===== config.mk =====
export PLATFORM = sky130hd
export DESIGN_NAME = pat_lock_det
export DESIGN_NICKNAME = d
export VERILOG_FILES = /design/src/rtl/pat_lock_pkg.sv /design/src/rtl/pat_lock_next.sv /design/src/rtl/pat_lock_state.sv /design/src/rtl/pat_lock_out.sv /design/src/rtl/pat_lock_det.sv
export SDC_FILE = /design/constraint.sdc
export NUM_CORES = 1
export LEC_CHECK = 0
export ABC_CLOCK_PERIOD_IN_PS = 1600
export BUFFER_PORTS_ARGS = -buffer_cell sky130_fd_sc_hd__buf_2
export CORE_AREA = 2 2 39 41
export DETAILED_ROUTE_END_ITERATION = 16
export DIE_AREA = 0 0 41 43
export PLACE_DENSITY = 0.3
export REMOVE_ABC_BUFFERS = 1
export SYNTH_ARGS = -nofsm -noshare
export SYNTH_HDL_FRONTEND = slang
export SYNTH_HIERARCHICAL = 1
export SYNTH_SLANG_ARGS = --single-unit

===== constraint.sdc =====
create_clock -name clk -period 1.6 [get_ports clk]
set_clock_uncertainty 0.05 [all_clocks]
set_input_delay 0.32 -clock clk [delete_from_list [all_inputs] [get_ports clk]]
set_output_delay 0.32 -clock clk [all_outputs]
set_load 0.01 [all_outputs]

===== src/rtl/pat_lock_pkg.sv =====
package pat_lock_pkg;

  // History classes of the minimised machine; the numeric codes are the
  // dense encoding and the bit index in the one-hot encoding.
  typedef enum logic [2:0] {
    ST_IDLE = 3'd0,  // nothing useful seen yet
    ST_Z    = 3'd1,  // ...0
    ST_ZO   = 3'd2,  // ...01
    ST_ZOZ  = 3'd3,  // ...010 (flag state)
    ST_O    = 3'd4,  // ...1
    ST_OZ   = 3'd5,  // ...10
    ST_LOCK = 3'd6   // 100 seen: absorbing
  } pl_state_e;

  localparam int NUM_STATES = 7;
  localparam int CODE_W     = 3;

endpackage


===== src/rtl/pat_lock_next.sv =====
module pat_lock_next
  import pat_lock_pkg::*;
(
  input  pl_state_e cur,
  input  logic      din,
  output pl_state_e nxt
);

  always_comb begin
    unique case (cur)
      ST_IDLE: nxt = din ? ST_O  : ST_Z;
      ST_Z:    nxt = din ? ST_ZO : ST_Z;
      ST_ZO:   nxt = din ? ST_O  : ST_ZOZ;
      ST_ZOZ:  nxt = din ? ST_ZO : ST_LOCK;
      ST_O:    nxt = din ? ST_O  : ST_OZ;
      ST_OZ:   nxt = din ? ST_ZO : ST_LOCK;
      ST_LOCK: nxt = ST_LOCK;
      default: nxt = ST_IDLE;  // unused code falls back to the start
    endcase
  end

endmodule


===== src/rtl/pat_lock_state.sv =====
module pat_lock_state
  import pat_lock_pkg::*;
#(
  parameter bit ONE_HOT = 1'b0
) (
  input  logic      clk,
  input  logic      rst,
  input  pl_state_e nxt,
  output pl_state_e cur
);

  generate
    if (ONE_HOT) begin : g_hot
      logic [NUM_STATES-1:0] hot_q;
      logic [NUM_STATES-1:0] hot_d;
      pl_state_e             cur_c;

      always_comb begin
        for (int i = 0; i < NUM_STATES; i++) begin
          hot_d[i] = (nxt == pl_state_e'(CODE_W'(i)));
        end
      end

      always_ff @(posedge clk) begin
        if (rst) begin
          hot_q <= NUM_STATES'(1) << ST_IDLE;
        end else begin
          hot_q <= hot_d;
        end
      end

      // Any pattern that is not exactly one bit decodes to the start state.
      always_comb begin
        cur_c = ST_IDLE;
        if ($countones(hot_q) == 1) begin
          for (int i = 0; i < NUM_STATES; i++) begin
            if (hot_q[i]) cur_c = pl_state_e'(CODE_W'(i));
          end
        end
      end
      assign cur = cur_c;

      a_r10_single_hot: assert property (@(posedge clk) disable iff (rst)
        $countones(hot_q) == 1)
        else $error("one-hot state register lost its single set bit");
    end else begin : g_dense
      pl_state_e st_q;

      always_ff @(posedge clk) begin
        if (rst) begin
          st_q <= ST_IDLE;
        end else begin
          st_q <= nxt;
        end
      end
      assign cur = st_q;
    end
  endgenerate

endmodule


===== src/rtl/pat_lock_out.sv =====
module pat_lock_out
  import pat_lock_pkg::*;
(
  input  logic      clk,
  input  logic      rst,
  input  pl_state_e nxt,
  output logic      hit
);

  // Moore flag registered from the next state so it lines up with the
  // state register and leaves the port straight from a flip-flop.
  always_ff @(posedge clk) begin
    if (rst) begin
      hit <= 1'b0;
    end else begin
      hit <= (nxt == ST_ZOZ);
    end
  end

  a_r1_flag_low_after_reset: assert property (@(posedge clk)
    rst |=> !hit)
    else $error("flag high in the cycle after reset");

endmodule


===== src/rtl/pat_lock_det.sv =====
module pat_lock_det
  import pat_lock_pkg::*;
#(
  parameter bit ONE_HOT = 1'b0
) (
  input  logic clk,
  input  logic rst,
  input  logic din,
  output logic hit
);

  pl_state_e cur;
  pl_state_e nxt;

  pat_lock_next u_next (
    .cur (cur),
    .din (din),
    .nxt (nxt)
  );

  pat_lock_state #(
    .ONE_HOT (ONE_HOT)
  ) u_state (
    .clk (clk),
    .rst (rst),
    .nxt (nxt),
    .cur (cur)
  );

  pat_lock_out u_out (
    .clk (clk),
    .rst (rst),
    .nxt (nxt),
    .hit (hit)
  );

  // a raised flag implies the three bits before it were 0,1,0.
  a_r2_flag_needs_pattern: assert property (@(posedge clk) disable iff (rst)
    hit |-> (!$past(din, 1) && $past(din, 2) && !$past(din, 3)))
    else $error("flag raised without a 0,1,0 history");

  a_r4_lock_absorbs: assert property (@(posedge clk) disable iff (rst)
    (cur == ST_LOCK) |=> (cur == ST_LOCK))
    else $error("lockout state was left without reset");

  a_r4_lock_silent: assert property (@(posedge clk) disable iff (rst)
    (cur == ST_LOCK) |-> !hit)
    else $error("flag high during lockout");

  a_r5_zero_after_match_locks: assert property (@(posedge clk) disable iff (rst)
    (cur == ST_ZOZ && !din) |=> (cur == ST_LOCK))
    else $error("0 after a match did not lock");

  a_r3_overlap_reenters: assert property (@(posedge clk) disable iff (rst)
    (cur == ST_ZOZ && din) |=> (cur == ST_ZO))
    else $error("1 after a match did not resume the 01 history");

  a_r6_prefix_reuse: assert property (@(posedge clk) disable iff (rst)
    (cur == ST_OZ && din) |=> (cur == ST_ZO))
    else $error("101 history not treated as a match prefix");

  a_r2_flag_tracks_state: assert property (@(posedge clk) disable iff (rst)
    hit == (cur == ST_ZOZ))
    else $error("flag disagrees with the present state");

endmodule


After elaboration in Yosys (flattened, before gate mapping):

Index checks and enable logic that the tools add are counted.

* flip-flop bits (word level): 4
* latch bits: 0
* memory bits (writable): 0
* ROM bits: 0
* word-level logic and storage cells: 17
* memories kept: 0

* $add $sub $neg: 0
* multipliers: 0
* divide/modulo/power cells: 0
* magnitude comparators: 0
* eq/ne operators: 7
* shifts and indexed selects: 0
* mux-type cells: 6
* bitwise gates (word level): 0
* reductions and logical operators: 2

Operator list (count)
* 3-bit case mux with 6 select lines: 1
* 3-bit by 2-bit equality test with 1-bit output, second input constant: 3
* 3-bit equality test, second input constant: 3
* 3-bit 2-to-1 mux: 3
* 3-bit by 1-bit equality test with 1-bit output, second input constant: 1
* 3-bit logical NOT: 1
* 2-bit 2-to-1 mux: 1
* 2-bit OR reduction: 1
* 1-bit 2-to-1 mux: 1

Depth between registers and ports, before layout:

Gate-level depths: netlist of run 1.

* depth after elaboration: 4
* depth in mapped cells: 3
* depth with buffers taken out: 3

Modules after synthesis:

Netlist of run 1, hierarchy kept.

Modules (own cells, without submodules)
* pat_lock_state: times used 1, cells each 6, area each 78.8 um^2, sequential area each 60.1 um^2
* pat_lock_next: times used 1, cells each 9, area each 56.3 um^2, sequential area each 0.0 um^2
* pat_lock_out: times used 1, cells each 2, area each 32.5 um^2, sequential area each 20.0 um^2

Least setup slack after synthesis of run 1:

OpenSTA, ideal clock, no wires.

* path kind: register to register
* from: reg u_state.g_dense.st_q[2] (netlist: u_state/cur[2])
* to: reg u_out.hit
* arrival: 958 ps
* data required time: 1433 ps
* path slack: 475 ps
* cell stages (with the launch flop): 4
* buffers on the path: 0
* clock period less this slack: 1125 ps
* path through: dfxtp_1 > and3_1 > a211oi_1 > and4bb_2

* word-level cells in the longest chain between the ends: 4

RTL lines
* start: declaration: line pat_lock_state.sv:47 `pl_state_e st_q;`
* start signal: assignment: line pat_lock_state.sv:53 `st_q <= nxt;`
* 3-bit by 2-bit equality test with 1-bit output / 3-bit equality test (equally long branches): line pat_lock_next.sv:10 `unique case (cur)`
* 2-bit OR reduction (no source line)
* 3-bit case mux with 6 select lines (*): line pat_lock_next.sv:10
* named net nxt[2]: line pat_lock_det.sv:13 `pl_state_e nxt;`
* 3-bit by 2-bit equality test with 1-bit output (*): line pat_lock_out.sv:16 `hit <= (nxt == ST_ZOZ);`
* end signal: assignment: line pat_lock_out.sv:16
* end: declaration: line pat_lock_out.sv:7 `output logic hit`

Mark *: on every way through the listed nets, which the timed path passes. The rest lies on a longest branch.
A chain may end at the register's enable or synchronous reset.

Worst setup path in the final report of run 1:

* from: reg u_state.g_dense.st_q[0] (netlist: u_state/cur[0])
* to: reg u_out.hit

The elaborated chain is that of the path after synthesis.

==> results of run 1 <==
==> flip-flops by register name, summed over array words and instances, names as in the netlist <==
signal       flops
u_state/cur      3
u_out/hit        1
==> synth_stat cells <==
cell type / number / share of area (%)
maj3_1: 1 / 6.0
a211oi_1: 2 / 9.0
and4bb_2: 1 / 7.5
and3_1: 1 / 3.7
o21ai_0: 1 / 3.0
nor2_1: 2 / 4.5
inv_1: 1 / 2.2
dfxtp_1: 4 / 48
a221oi_1: 1 / 5.2
nor2b_1: 3 / 11
==> worst reg2reg max path, delay by kind of cell, from the launching register on <==
kind             cells  cell delay [ns]
AO/OA/AOI/OAI        2             0.47
flip-flops           1             0.39
AND/OR/NAND/NOR      1             0.27
==> kinds of logic (layout without fill, tap and decap cells) <==
kind of cell             count (synthesis)  count (layout)  synth area share (%)
AND/OR/NAND/NOR                          7               7                  26.9
buffers and inverters                    1               7                  2.24
AO/OA/AOI/OAI                            4               4                  17.2
adder cells (fa/ha/maj)                  1               1                  5.97
flip-flops                               4               4                  47.8
==> stage by stage <==
| stage | util [%] | hold WS (ns) | power, uW | std cells | worst slack [ns] |
|---|---|---|---|---|---|
| final | 16.3 | 0.239 | 254 | 39 | 0.365 |
| after global routing | 16.3 | 0.259 | 272 | 39 | 0.256 |
| after global placement | 14.6 | 0.471 | 134 | 36 | 0.347 |
| after floorplan | - | 0.342 | 126 | 17 | 0.475 |
| after CTS | 16.3 | 0.230 | 264 | 39 | 0.369 |
| after detailed placement | 14.6 | 0.478 | 135 | 36 | 0.336 |
==> power groups by stage <==
stage / Combinational, uW / Clock, uW / Sequential, uW
after floorplan: 13.7 / 0 / 112
after global placement: 20.9 / 0 / 113
after detailed placement: 21.5 / 0 / 113
after CTS: 21.7 / 130 / 112
after global routing: 24.8 / 134 / 113
final: 21.6 / 121 / 112
==> cells in the final DEF (no fill, tap or decap) <==
cell and n:
a211oi_1 2, a221oi_1 1, and3_1 1, and4bb_2 1, buf_2 3, clkbuf_4 3, dfxtp_1 4, inv_1 1
maj3_1 1, nor2_1 2, nor2b_1 3, o21ai_0 1
==> layer usage <==
layer	up-vias	routed length, um	track usage (%)
li1	76	-	-
met1	67	160	7.07
met2	4	133	5.31
met3	0	24	1.57
met4	0	0	6.00
met5	-	0	0
==> path summary, 6_finish.rpt <==
kind,depth (start not counted),endpoint,slack [ns],startpoint
max,3,u_out/hit,0.37,u_state/cur[0]
min,2,u_state/cur[2],0.24,rst
max reg2reg,3,u_out/hit,0.37,u_state/cur[0]
min reg2reg,3,u_state/cur[1],0.60,u_state/cur[1]
==> final cells by class <==
cell class,instances,area (um^2)
clock buffer,3,22.5
fill,151,1160
inverter,1,3.75
multi-input combinational,12,83.8
sequential,4,80.1
tap,16,20.0
timing repair buffer,3,15.0
==> run_results.csv, run 1 <==
group,metric,value,unit
cts,ctsLongestPathBuffers,2,
floorplan,die_area,1760,um^2
yosys,ys_seq_elements,4,
floorplan,io_pins,4,
setup_path,path_class,"register to register",
pwr,vdd_ir_drop_max,0.219,mV
cts,clkTransAtPathRegs,0.04,ns
cts,cts_resized,0,
pwr,p_int,201,uW
cells_and_area,layout-drive-gt1-share,30.4,%
cts,cts_max_level,1,
placed_design,io_buffer_count,3,
detailed_routing,drtPass1Iterations,2,
pwr,p_leak,0.0000890,uW
job,drv_cap,0,
timing,rsz0062_at_grt,"false",
global_route,gr-total-overflow,0,
floorplan,coreArea,1380,um^2
yosys,synth-seq-area-share,47.8,%
setup_path,path_delay_family,"compound AO/OA/AOI/OAI gates",
timing,maxSlewViolCount,0,
cts,tritoncts,"yes",
setup_path,worst-path-buf-inv,0,
cts,cts_setup_buffers,0,
cts,numCtsBuffers,3,
yosys,synthDistinctLibCells,10,
pwr,power_density,1130,nW/um^2
timing,hold_viol,0,
setup_path,crit_path_end_kind,"register",
cts,clock_latency,0.23,ns
timing,setup_viol,0,
run_status,status,"completed",
timing,timing.fmax,810,MHz
pwr,p_clk_share,47.5,%
global_route,grt_pass1_wl,565,um
floorplan,fp.dieH,43,um
setup_path,startpoint_type,"register",
placed_design,placed_area,203,um^2
cells_and_area,syn2layout_area_growth,34.3,%
setup_path,crit_required,1.72,ns
floorplan,initial_core_util,12.1,%
global_route,track_usage,5.12,%
setup_path,max_stage_delay,0.39,ns
timing,setup_tns,0,ns
pwr,p_sw,53.2,uW
cells_and_area,design_area,225,um^2
yosys,ys_warn_count,6,
cells_and_area,diodes,0,
placed_design,place.gp.congestion,0.552,
floorplan,die_w,41,um
global_route,grt_pass1_vias,146,
detailed_routing,wl_per_cell,8.15,um
setup_path,path_cells,"o21ai_0, a221oi_1, and4bb_2",
floorplan,rows,14,
setup_path,crit_fanout,6,
pwr,comb_power_share,8.5,%
cts,cts-hold-fix-buffers,0,
global_route,antenna_found_initial,0,
setup_path,cp.arrival,1.36,ns
global_route,grt_max_degree,7,
cells_and_area,fin_nets,28,
cts,root_buffer,"clkbuf_4",
detailed_routing,avgViaCountPerCell,3.77,
detailed_routing,postRouteWirelength,318,um
setup_path,crit_slowest_cell,"dfxtp_1",
detailed_routing,antenna_left,0,
detailed_routing,drc,0,
pwr,switching_share,20.9,%
timing,tightest_slew,0.369,ns
timing,slew_headroom,75.4,%
yosys,syn_area_per_cell,9.86,um^2
detailed_routing,drt_iter0_drc,6,
hold_path,hp-class,"input pin to register",
cts,cts_num_sinks,4,
yosys,synth_area,168,um^2
detailed_routing,vias,147,
timing,fin_crit,1.23,ns
timing,finalCritPeriodShare,77.2,%
pwr,p_seq_share,44.0,%
yosys,netlist_instances,17,
(Power assumes the default switching activity.)
==> inputs of run 2 (changes only) <==
Settings changed: ABC_CLOCK_PERIOD_IN_PS 1600 to 1000.
Clock period 1.6 ns to 1 ns, I/O delays scaled along.
==> run 2 against run 1 <==
The run now ends with setup timing left; count of clock-buffer cells in the layout unchanged; routed wire length up 17%; cell area grew 23%; first-iteration DRC count is 100% lower; cell count stayed put; combinational power increased to 2.6 times the previous value; clock power is 60% higher; critical path depth stayed put; critical path type unchanged; critical endpoint unchanged; highest routed layer unchanged.
==> run_results.csv, run 2 (synthesis results as in run 1) <==
group,metric,value,unit
pwr,total_power,431,uW
cts,cts-hold-fix-buffers,0,
setup_path,crit_path_end_kind,"register",
timing,slew_headroom,85.6,%
cells_and_area,largest_reg_flops,3,
setup_path,crit_fanout,5,
cells_and_area,mostFrequentLayoutCells,"clkbuf_4 (3), buf_2 (3), a211oi_2 (2), nor2b_1 (2), dfxtp_4 (2)",
floorplan,fp.dieH,43,um
cts,numCtsBuffers,3,
run_status,violations,"setup timing",
cts,cts_max_level,1,
timing,tightest_slew,0.214,ns
cells_and_area,fin_nets,28,
placed_design,post-place-ws,-0.193,ns
floorplan,io_pins,4,
pwr,vdd_ir_drop_max,0.623,mV
detailed_routing,antenna_left,0,
pwr,power_density,1550,nW/um^2
run_status,status,"finished with violations",
hold_path,hp-class,"input pin to register",
floorplan,die_w,41,um
timing,hold_viol,0,
timing,maxSlewViolCount,0,
cells_and_area,final_core_util,20.1,%
cts,clock_latency,0.23,ns
timing,rsz0062_at_grt,"true",
job,drv_cap,0,
floorplan,initial_core_util,12.1,%
setup_path,crit_slowest_cell,"dfxtp_4",
global_route,grt_pass1_vias,179,
cts,tritoncts,"yes",
setup_path,path_delay_family,"simple AND/OR/NAND/NOR gates",
global_route,grt_pass1_wl,627,um
setup_path,path_cells,"and3_4, a211oi_2, and4bb_2",
global_route,track_usage,5.82,%
setup_path,path_class,"register to register",
detailed_routing,wl_per_cell,9.54,um
cts,ctsLongestPathBuffers,2,
timing,timing.fmax,902,MHz
detailed_routing,drt_iter0_drc,0,
floorplan,die_area,1760,um^2
timing,fin_ws,-0.109,ns
detailed_routing,avgViaCountPerCell,3.77,
cts,cts_num_sinks,4,
setup_path,cp.arrival,1.18,ns
timing,finalCritPeriodShare,111,%
detailed_routing,drtPass1Iterations,1,
setup_path,crit_required,1.07,ns
setup_path,worst-path-buf-inv,0,
cells_and_area,layout-drive-gt1-share,73.9,%
cells_and_area,fillers,160,
placed_design,io_buffer_count,3,
setup_path,startpoint_type,"register",
setup_path,max_stage_delay,0.35,ns
pwr,p_leak,0.000105,uW
cells_and_area,diodes,0,
global_route,gr-total-overflow,0,
timing,fin_crit,1.11,ns
cts,clkTransAtPathRegs,0.04,ns
placed_design,place.gp.congestion,0.553,
detailed_routing,vias,147,
timing,setup_tns,-0.127,ns
setup_path,rrSetupSlack,-0.11,ns
detailed_routing,postRouteWirelength,372,um
cells_and_area,syn2layout_area_growth,65.7,%
timing,setup_viol,3,
floorplan,rows,14,
floorplan,coreArea,1380,um^2
global_route,antenna_found_initial,0,
cts,root_buffer,"clkbuf_4",
global_route,grt_max_degree,7,
detailed_routing,drc,0,
==> run 2: cell counts in the layout (fill, tap and decap cells not counted) <==
Identical to the previous run, type by type.
==> run 2: through the flow <==
step	hold slack [ns]	cells	area (um^2)
2_1_floorplan	0.222	17	168
3_3_place_gp	0.355	36	203
3_5_place_dp	0.363	36	203
5_1_grt	0.129	39	278
6_report	0.122	39	278
4_1_cts	0.114	39	250
==> run 2: layer usage <==
layer  up-vias  global-route usage (%)  part of all wire, %
li1         75                       -                    -
met2         4                    8.13                   49
met4         0                    6.00                    0
met3         0                    3.66                  9.1
met5         -                       0                    0
met1        68                    5.14                   41
==> run 2: final cells by class <==
class	instances	area, um^2	share of cell area, %
Multi-Input combinational cell	12	128	45.9
Sequential cell	4	88.8	32.0
Clock buffer	3	22.5	8.11
Tap cell	16	20.0	7.21
Timing Repair Buffer	3	15.0	5.41
Inverter	1	3.75	1.35
==> run 2: worst reg2reg max path: cells and delay by family, from the launching register on <==
family,cells,cell delay [ns]
AO/OA/AOI/OAI,1,0.16
flip-flops,1,0.35
AND/OR/NAND/NOR,2,0.43
==> run 2: power breakdown <==
| part | internal [uW] | switching, uW | total [uW] |
|---|---|---|---|
| sequential | 169 | 12.9 | 182 |
| combinational | 29.7 | 26.0 | 55.7 |
| clock | 134 | 59.4 | 193 |
==> run 2: path summary, 6_finish.rpt <==
| check | start | cells after the start | to |
|---|---|---|---|
| setup reg to reg | u_state/cur[2] | 3 | u_out/hit |
| hold / removal | rst | 2 | u_state/cur[0] |
| hold reg to reg | u_state/cur[0] | 2 | u_state/cur[2] |
| setup / recovery | u_state/cur[2] | 3 | u_out/hit |
==> run 2: what timing repair did <==
item,in CTS,in global routing
buffers inserted,0,0
pin swaps,4,3
resized for setup,8,7
endpoints found under the setup margin,4,4
